File: config.mk
export PLATFORM = sky130hd
export DESIGN_NAME = wdt_keyed
export DESIGN_NICKNAME = d
export VERILOG_FILES = /design/src/rtl/wdt_pkg.sv /design/src/rtl/wdt_post.sv /design/src/rtl/wdt_keyseq.sv /design/src/rtl/wdt_count.sv /design/src/rtl/wdt_keyed.sv
export SDC_FILE = /design/constraint.sdc
export NUM_CORES = 1
export LEC_CHECK = 0
export CAP_MARGIN = 20
export CORE_MARGIN = 2
export CORE_UTILIZATION = 55
export DETAILED_ROUTE_END_ITERATION = 7
export GPL_TIMING_DRIVEN = 0
export MAX_ROUTING_LAYER = met4
export PLACE_DENSITY = 0.74
export SLEW_MARGIN = 30
export SYNTH_ARGS = -nofsm -noshare
export SYNTH_HDL_FRONTEND = slang
export SYNTH_HIERARCHICAL = 1
export SYNTH_SLANG_ARGS = --single-unit
File: constraint.sdc
create_clock -name clk -period 6.1 [get_ports clk]
set_clock_uncertainty 0.05 [all_clocks]
set_input_delay 1.22 -clock clk [delete_from_list [all_inputs] [get_ports clk]]
set_output_delay 1.22 -clock clk [all_outputs]
set_load 0.02 [all_outputs]
File: src/rtl/wdt_pkg.sv
`timescale 1ns/1ps
package wdt_pkg;
  localparam int ADDR_W = 3;
  localparam int NSLOT  = 4;

  typedef enum logic [ADDR_W-1:0] {
    RA_REV   = 3'd0,
    RA_CTRL  = 3'd1,
    RA_COUNT = 3'd2,
    RA_LOAD  = 3'd3,
    RA_TRIG  = 3'd4,
    RA_KEY   = 3'd5,
    RA_PEND  = 3'd6
  } reg_addr_e;

  localparam logic [15:0] KEY_ARM_A = 16'hBBBB;
  localparam logic [15:0] KEY_ARM_B = 16'h4444;
  localparam logic [15:0] KEY_DIS_A = 16'hAAAA;
  localparam logic [15:0] KEY_DIS_B = 16'h5555;

  typedef enum logic [1:0] {
    KS_IDLE     = 2'd0,
    KS_ARM_HALF = 2'd1,
    KS_DIS_HALF = 2'd2
  } key_state_e;

  // posting slot index -> register address
  function automatic reg_addr_e slot_addr(input int s);
    case (s)
      0:       return RA_CTRL;
      1:       return RA_LOAD;
      2:       return RA_TRIG;
      default: return RA_KEY;
    endcase
  endfunction

  // posting slot index -> bit in the pending register
  function automatic int slot_pbit(input int s);
    case (s)
      0:       return 0;
      1:       return 2;
      2:       return 3;
      default: return 4;
    endcase
  endfunction
endpackage

File: src/rtl/wdt_post.sv
`timescale 1ns/1ps
module wdt_post #(
  parameter int DW  = 32,
  parameter int LAT = 2
) (
  input  logic          clk,
  input  logic          rst_n,
  input  logic          tick,
  input  logic          wr,
  input  logic [DW-1:0] wdata,
  output logic          busy,
  output logic          commit,
  output logic [DW-1:0] cdata
);
  localparam int LCW = $clog2(LAT + 1);

  logic          busy_q, busy_d;
  logic          commit_q, commit_d;
  logic [LCW-1:0] lat_q, lat_d;
  logic [DW-1:0] data_q, data_d;

  always_comb begin
    busy_d   = busy_q;
    lat_d    = lat_q;
    data_d   = data_q;
    commit_d = 1'b0;
    if (wr && !busy_q) begin
      busy_d = 1'b1;
      lat_d  = LCW'(LAT);
      data_d = wdata;
    end else if (busy_q && tick) begin
      if (lat_q == LCW'(1)) begin
        busy_d   = 1'b0;
        commit_d = 1'b1;
      end else begin
        lat_d = lat_q - LCW'(1);
      end
    end
  end

  always_ff @(posedge clk or negedge rst_n) begin
    if (!rst_n) begin
      busy_q   <= 1'b0;
      commit_q <= 1'b0;
      lat_q    <= '0;
      data_q   <= '0;
    end else begin
      busy_q   <= busy_d;
      commit_q <= commit_d;
      lat_q    <= lat_d;
      data_q   <= data_d;
    end
  end

  assign busy   = busy_q;
  assign commit = commit_q;
  assign cdata  = data_q;

  AST_IGNORE_BUSY: assert property (@(posedge clk) disable iff (!rst_n)
    (wr && busy_q) |=> $stable(data_q));
  AST_COMMIT_ON_CLEAR: assert property (@(posedge clk) disable iff (!rst_n)
    commit_q |-> (!busy_q && $past(busy_q) && $past(tick)));
endmodule

File: src/rtl/wdt_keyseq.sv
`timescale 1ns/1ps
module wdt_keyseq
  import wdt_pkg::*;
(
  input  logic        clk,
  input  logic        rst_n,
  input  logic        commit,
  input  logic [15:0] key,
  output logic        armed
);
  key_state_e st_q, st_d;
  logic       armed_q, armed_d;

  always_comb begin
    st_d    = st_q;
    armed_d = armed_q;
    if (commit) begin
      st_d = KS_IDLE;
      case (st_q)
        KS_IDLE: begin
          if (key == KEY_ARM_A)      st_d = KS_ARM_HALF;
          else if (key == KEY_DIS_A) st_d = KS_DIS_HALF;
        end
        KS_ARM_HALF: if (key == KEY_ARM_B) armed_d = 1'b1;
        KS_DIS_HALF: if (key == KEY_DIS_B) armed_d = 1'b0;
        default: ;
      endcase
    end
  end

  always_ff @(posedge clk or negedge rst_n) begin
    if (!rst_n) begin
      st_q    <= KS_IDLE;
      armed_q <= 1'b1;
    end else begin
      st_q    <= st_d;
      armed_q <= armed_d;
    end
  end

  assign armed = armed_q;

  AST_ARM_BY_KEY: assert property (@(posedge clk) disable iff (!rst_n)
    $rose(armed_q) |-> $past(commit && key == KEY_ARM_B));
  AST_DISARM_BY_KEY: assert property (@(posedge clk) disable iff (!rst_n)
    $fell(armed_q) |-> $past(commit && key == KEY_DIS_B));
endmodule

File: src/rtl/wdt_count.sv
`timescale 1ns/1ps
module wdt_count #(
  parameter int CNT_W = 32,
  parameter int PTV_W = 3
) (
  input  logic             clk,
  input  logic             rst_n,
  input  logic             tick,
  input  logic             pre_en,
  input  logic [PTV_W-1:0] ptv,
  input  logic             restart,
  input  logic             reload,
  input  logic [CNT_W-1:0] load,
  input  logic             armed,
  output logic [CNT_W-1:0] cnt,
  output logic             bite
);
  localparam int PRE_W = (1 << PTV_W) - 1;

  logic [PRE_W-1:0] pre_q, pre_d, pre_lim;
  logic [CNT_W-1:0] cnt_q, cnt_d;
  logic             bite_q, bite_d;
  logic             pre_last, step, at_max;

  assign pre_lim  = ~({PRE_W{1'b1}} << ptv);
  assign pre_last = !pre_en || (pre_q == pre_lim);
  assign step     = tick && pre_last;
  assign at_max   = &cnt_q;

  always_comb begin
    pre_d  = pre_q;
    cnt_d  = cnt_q;
    bite_d = 1'b0;
    if (reload || restart) begin
      pre_d = '0;
    end else if (tick) begin
      pre_d = pre_last ? '0 : pre_q + PRE_W'(1);
    end
    if (reload) begin
      cnt_d = load;
    end else if (step) begin
      if (at_max) begin
        cnt_d  = load;
        bite_d = armed;
      end else begin
        cnt_d = cnt_q + CNT_W'(1);
      end
    end
  end

  always_ff @(posedge clk or negedge rst_n) begin
    if (!rst_n) begin
      pre_q  <= '0;
      cnt_q  <= '0;
      bite_q <= 1'b0;
    end else begin
      pre_q  <= pre_d;
      cnt_q  <= cnt_d;
      bite_q <= bite_d;
    end
  end

  assign cnt  = cnt_q;
  assign bite = bite_q;

  AST_BITE_ONLY_ARMED: assert property (@(posedge clk) disable iff (!rst_n)
    bite_q |-> ($past(armed) && $past(tick)));
  AST_WRAP_RELOAD: assert property (@(posedge clk) disable iff (!rst_n)
    bite_q |-> (cnt_q == $past(load)));
endmodule

File: src/rtl/wdt_keyed.sv
`timescale 1ns/1ps
module wdt_keyed
  import wdt_pkg::*;
#(
  parameter int          DATA_W     = 32,
  parameter int          CNT_W      = 32,
  parameter int          PEND_TICKS = 2,
  parameter logic [7:0]  REV_CODE   = 8'h21
) (
  input  logic              clk,
  input  logic              rst_n,
  input  logic              tick,
  input  logic [ADDR_W-1:0] bus_addr,
  input  logic              bus_we,
  input  logic [DATA_W-1:0] bus_wdata,
  output logic [DATA_W-1:0] bus_rdata,
  output logic              wdt_rst
);
  localparam int PTV_W = 3;

  // asynchronous assert, synchronous release
  logic [1:0] rsync_q;
  logic       rst_s_n;
  always_ff @(posedge clk or negedge rst_n) begin
    if (!rst_n) rsync_q <= 2'b00;
    else        rsync_q <= {rsync_q[0], 1'b1};
  end
  assign rst_s_n = rsync_q[1];

  logic [NSLOT-1:0]  slot_wr, slot_busy, slot_commit;
  logic [DATA_W-1:0] slot_data [NSLOT];

  for (genvar g = 0; g < NSLOT; g++) begin : g_slot
    assign slot_wr[g] = bus_we && (bus_addr == slot_addr(g));
    wdt_post #(.DW(DATA_W), .LAT(PEND_TICKS)) u_post (
      .clk    (clk),
      .rst_n  (rst_s_n),
      .tick   (tick),
      .wr     (slot_wr[g]),
      .wdata  (bus_wdata),
      .busy   (slot_busy[g]),
      .commit (slot_commit[g]),
      .cdata  (slot_data[g])
    );
  end

  logic             pre_en_q, pre_en_d;
  logic [PTV_W-1:0] ptv_q, ptv_d;
  logic [CNT_W-1:0] load_q, load_d;

  always_comb begin
    pre_en_d = pre_en_q;
    ptv_d    = ptv_q;
    load_d   = load_q;
    if (slot_commit[0]) begin
      pre_en_d = slot_data[0][5];
      ptv_d    = slot_data[0][4:2];
    end
    if (slot_commit[1]) load_d = slot_data[1][CNT_W-1:0];
  end

  always_ff @(posedge clk or negedge rst_s_n) begin
    if (!rst_s_n) begin
      pre_en_q <= 1'b0;
      ptv_q    <= '0;
      load_q   <= '0;
    end else begin
      pre_en_q <= pre_en_d;
      ptv_q    <= ptv_d;
      load_q   <= load_d;
    end
  end

  logic armed;
  wdt_keyseq u_key (
    .clk    (clk),
    .rst_n  (rst_s_n),
    .commit (slot_commit[3]),
    .key    (slot_data[3][15:0]),
    .armed  (armed)
  );

  logic [CNT_W-1:0] cnt;
  wdt_count #(.CNT_W(CNT_W), .PTV_W(PTV_W)) u_cnt (
    .clk     (clk),
    .rst_n   (rst_s_n),
    .tick    (tick),
    .pre_en  (pre_en_q),
    .ptv     (ptv_q),
    .restart (slot_commit[0]),
    .reload  (slot_commit[2]),
    .load    (load_q),
    .armed   (armed),
    .cnt     (cnt),
    .bite    (wdt_rst)
  );

  logic [DATA_W-1:0] pend_w;
  always_comb begin
    pend_w = '0;
    for (int s = 0; s < NSLOT; s++) pend_w[slot_pbit(s)] = slot_busy[s];
  end

  always_comb begin
    case (bus_addr)
      RA_REV:   bus_rdata = DATA_W'(REV_CODE);
      RA_CTRL:  bus_rdata = DATA_W'({pre_en_q, ptv_q, 2'b00});
      RA_COUNT: bus_rdata = DATA_W'(cnt);
      RA_LOAD:  bus_rdata = DATA_W'(load_q);
      RA_PEND:  bus_rdata = pend_w;
      default:  bus_rdata = '0;
    endcase
  end

  wire unused_slot_bits = ^{slot_data[0], slot_data[1], slot_data[2], slot_data[3]};

  AST_PEND_AFTER_WRITE: assert property (@(posedge clk) disable iff (!rst_s_n)
    (bus_we && bus_addr == RA_LOAD) |=> slot_busy[1]);
endmodule

# Word level (Yosys, flattened, before mapping)
# Cells that the tools add are included.
[word_totals]
word_cells = 150
input_bits = 39
register_bits = 151
[classes]
eq_ne = 23
bitwise = 1
reduce_logical = 43
mux = 52
n_addsub = 6
n_shift = 1
[ops]
columns = ["operator", "n"]
rows = [
  ["32-bit one-hot mux with 5 select lines", 1],
  ["32-bit 2-to-1 mux", 3],
  ["32-bit by 1-bit adder with 32-bit output (second input constant)", 1],
  ["16-bit by 15-bit == test with 1-bit output (second input constant)", 2],
  ["16-bit == test (second input constant)", 2],
  ["32-bit AND reduction", 1],
  ["2-bit 2-to-1 mux", 15],
  ["1-bit 2-to-1 mux", 29],
  ["2-bit nonzero test", 11],
  ["7-bit 2-to-1 mux", 3],
  ["2-bit AND reduction", 8],
  ["1-bit logical AND", 13],
  ["2-bit by 1-bit inequality test with 1-bit output (second input constant)", 6],
  ["2-bit by 1-bit == test with 1-bit output (second input constant)", 5],
  ["3-bit == test (second input constant)", 3],
  ["2-bit by 1-bit subtractor with 2-bit output (second input constant)", 4],
  ["7-bit by 1-bit adder with 7-bit output (second input constant)", 1],
  ["7-bit == test", 1],
  ["7-bit inverter", 1],
  ["7-bit by 3-bit << shifter with 7-bit output (first input constant)", 1],
  ["3-bit by 2-bit == test with 1-bit output (second input constant)", 2],
  ["1-bit zero test", 5],
  ["4-bit AND reduction", 1],
  ["3-bit by 1-bit == test with 1-bit output (second input constant)", 1],
  ["other kinds (5)", 6],
]

# Longest topological paths before layout
[depth]
depth_word = 7
mapped_depth = 9
ltp_nobuf = 7

# By module
# The synthesis kept the hierarchy.
[modules_own_cells]
columns = ["mod", "cells_per_inst", "instances", "seq_area_each_um2", "area_each_um2"]
rows = [
  ["wdt_post", 86, 4, 900.9, 1546.5],
  ["wdt_count", 335, 1, 1001.0, 2954.1],
  ["wdt_keyed", 141, 1, 950.9, 1873.0],
  ["wdt_keyseq", 23, 1, 76.3, 219.0],
]

# Worst setup path after synthesis
# OpenSTA, ideal clock, no wires.
[synth_path]
path_type = "input to output"
from = "in bus_addr[2]"
to = "out bus_rdata[0]"
arrival_ns = 2.243
setup_slack_ns = 2.587
t_required_ns = 4.830
cell_stages = 4
cell_sequence = "buf_2 nor2b_1 a22oi_1 o21ai_0"
[synth_via]
elab_chain_cells = 2
elab_cells_between_ends = 6
classes_between = "4 x eq/ne; 1 x mux; 1 x reduce/logical"
[synth_rtl]
columns = ["item", "line_no", "rtl"]
rows = [
  ["from (decl)", "wdt_keyed.sv:13", "input logic [ADDR_W-1:0] bus_addr,"],
  ["3-bit == test, or another cell as far along", "wdt_keyed.sv:105", "case (bus_addr)"],
  ["32-bit one-hot mux with 5 select lines (*)", "wdt_keyed.sv:105", ""],
  ["to (decl)", "wdt_keyed.sv:16", "output logic [DATA_W-1:0] bus_rdata,"],
]
# Mark *: on every way between the ends. The rest lies on a longest branch, timed or not.

# Final worst setup path
[layout_path]
from = "in bus_addr[1]"
to = "out bus_rdata[1]"
# Same word-level chain as after synthesis.

==> qor.txt <==
die height = 125 um
post-CTS resize count = 0
crit path cell chain = clkdlybuf4s50_1, inv_2, nor3_4, buf_4, a22o_1, clkdlybuf4s50_1
initial antenna violation count = 0
total power = 4.47 mW
synthesized cell area = 0.00810 mm2
Max stage delay on crit path = 0.62 ns
total grt overflow = 0
crit path max-delay cell type = clkdlybuf4s50_1
Worst-Margin Slew = 0.833 ns
Ant. Diodes = 0
Post-Syn Nets = 730
number of buffers and inverters on the critical path = 4
R2R cell count = 8
Max IR drop VDD = 0.258 mV
max_cap viols = 0
Core Rows = 44
Reg-to-Reg Start = u_cnt/cnt[0]$_DFFE_PN0P_
Tcrit/Tclk final = 81.5%
insertion delay to the later sink of the worst-skew pair = 0.43 ns
first-pass GRT wire length = 34,300 um
fin crit period = 4.97 ns
metal1 wirelength = 9380 um
Slew headroom = 44.0%
DR WL met2 = 10,000 um
Synth Warn # = 6
total setup buffers inserted after CTS = 0
largest net degree at the start of global routing = 51
GP Congestion = 0.919
Worst EP arrival = 3.70 ns
Ports = 72
reg2reg setup slack = 3.16 ns
reg-to-reg endpoint = u_cnt/cnt[5]$_DFFE_PN0P_
TritonRoute pass-1 iters = 5
Pwr per Cell Area = 460 mW/mm2
Max Transition Viols Final = 0
Chip Width = 125 um
Top delay family on crit path = buffers and inverters
area grow syn2layout = 19.9%
initial core utilization = 56.0%
die area = 0.0157 mm2
Placed Area = 0.00911 mm2
Setup WS pre-CTS = 1.18 ns
GRT Total Usage = 28.7%
CORE AREA = 0.0145 mm2
CTS Root Cell = clkbuf_16
PortBufs = 70
Avg Vias per Cell = 6.33
Final Net Count = 822
CTS tree = done
Fin. Hold Viols = 0
WS Path Type = input port to primary output
Crit Path Max Fanout = 10
total routed wirelength = 21,200 um
Syn Area/Cell = 11.8 um2
CTS H-tree lvls = 4
Min-Delay Path Class = register to asynchronous set/reset pin
RSZ-0062 raised after global routing = false
CP Launch Type = input port
hold buffer count at cts = 0
Top Metal Used = met4
Post-Synthesis Cells = 685
Initial DRC Count = 578
fin worst setup slack = 1.13 ns
share of post-route cells with drive strength above 1 = 24.1%
CP Depth = 6
status = finished, final reports clean
Layout Cell Area excl Fill = 0.00971 mm2
Crit. End Element = primary output
drc violations = 0
clk buf depth = 2
post-route ant nets = 0
sum of negative setup slack = 0 ns
most frequent CP cell = clkdlybuf4s50_1
fmax = 201 MHz
Post-DP HPWL = 14,900 um
TritonCTS buffer count = 17
leakage power = 4.22 nW
setup violators final = 0
worst path required time = 4.83 ns
wire per inst = 21.7 um
Clk pin slew, worst setup/hold paths = 0.07 ns
via count = 6,169
vias in the first global route = 6,343
metal3 WL = 1190 um
clock sink count = 149
==> placed cells by master (no fill, tap or decap), types with 6 or more instances in the layout <==
cell               n
o21ai_0           15
nand2_1           34
nand3_1           25
buf_6             12
clkbuf_16         17
a22o_1            27
nor3_1            16
nor4bb_1          11
a311oi_1           7
o22ai_1            6
dfrtp_1          147
nor2b_1            6
a211oi_1           8
clkdlybuf4s50_1   70
clkbuf_1          12
and3_1            17
buf_12             9
a21oi_1           16
a211o_1           10
nand2b_1           7
a22oi_1            9
and2_1             8
nor2_1            30
buf_2             10
ha_1               6
nand4_1           15
mux2_2            37
mux2_4            48
inv_1             18
nor3b_1            6
==> worst reg2reg max path: stages, from the launching register on <==
cell and delay (ns):
dfrtp_1 0.51, ha_1 0.30, nand4_1 0.30, nor3_4 0.53, nand3_1 0.30, clkbuf_1 0.36, nand2_1 0.14, a21oi_1 0.08
a221o_1 0.26
==> per-stage QoR <==
stage	hold slack (ns)	util (%)	instances
after global placement	0.286	62.4	939
final	0.182	67.1	974
after global routing	0.215	67.1	974
after detailed placement	0.185	62.9	942
after floorplan	0.281	-	685
after CTS	0.191	67.1	974
==> sequential cells by signal, indices dropped and copies added (netlist names) <==
register	count
g_slot.u_post/busy	4
load_q	32
g_slot.u_post/lat_q	8
u_key/st_q	2
rsync_q	2
g_slot.u_post/commit	4
pre_en_q	1
ptv_q	3
u_cnt/cnt	32
g_slot.u_post/cdata	52
u_cnt/bite	1
u_cnt/pre_q	7
u_key/armed	1
==> power breakdown <==
group	leakage (nW)	total (mW)	switching, mW	internal [mW]
combinational	2.10	1.49	0.692	0.802
sequential	1.83	1.91	0.480	1.43
clock	0.297	1.06	0.470	0.594
total	4.22	4.47	1.64	2.82
==> layout make-up <==
type | count | area [um2]
fill | 1106 | 4760
tap | 184 | 230
clock buffer | 18 | 439
clock inverter | 14 | 161
buffer | 45 | 413
sequential | 149 | 3730
timing repair buffer | 73 | 776
inverter | 20 | 75.1
multi-input combinational | 471 | 3890
==> worst max-delay path by stage <==
stage | startpoint | end | slack [ns]
2_1_floorplan | rsync_q[1]$_DFF_PN0_ | g_slot[0].u_post/busy$_DFFE_PN0P_ | 1.59
3_3_place_gp | rsync_q[1]$_DFF_PN0_ | u_cnt/pre_q[3]$_DFFE_PN0P_ | 0.02
3_5_place_dp | bus_addr[1] | bus_rdata[7] | 1.18
4_1_cts | bus_addr[1] | bus_rdata[1] | 1.16
5_1_grt | bus_addr[1] | bus_rdata[1] | 1.04
6_report | bus_addr[1] | bus_rdata[1] | 1.13
==> per-layer routing <==
layer / vias to the layer above / GRT usage [%]
met5: - / -
met4: 0 / 9.67
met3: 50 / 5.82
met2: 250 / 44.6
met1: 3074 / 37.9
li1: 2795 / -
Power figures use the tool's default switching activity.
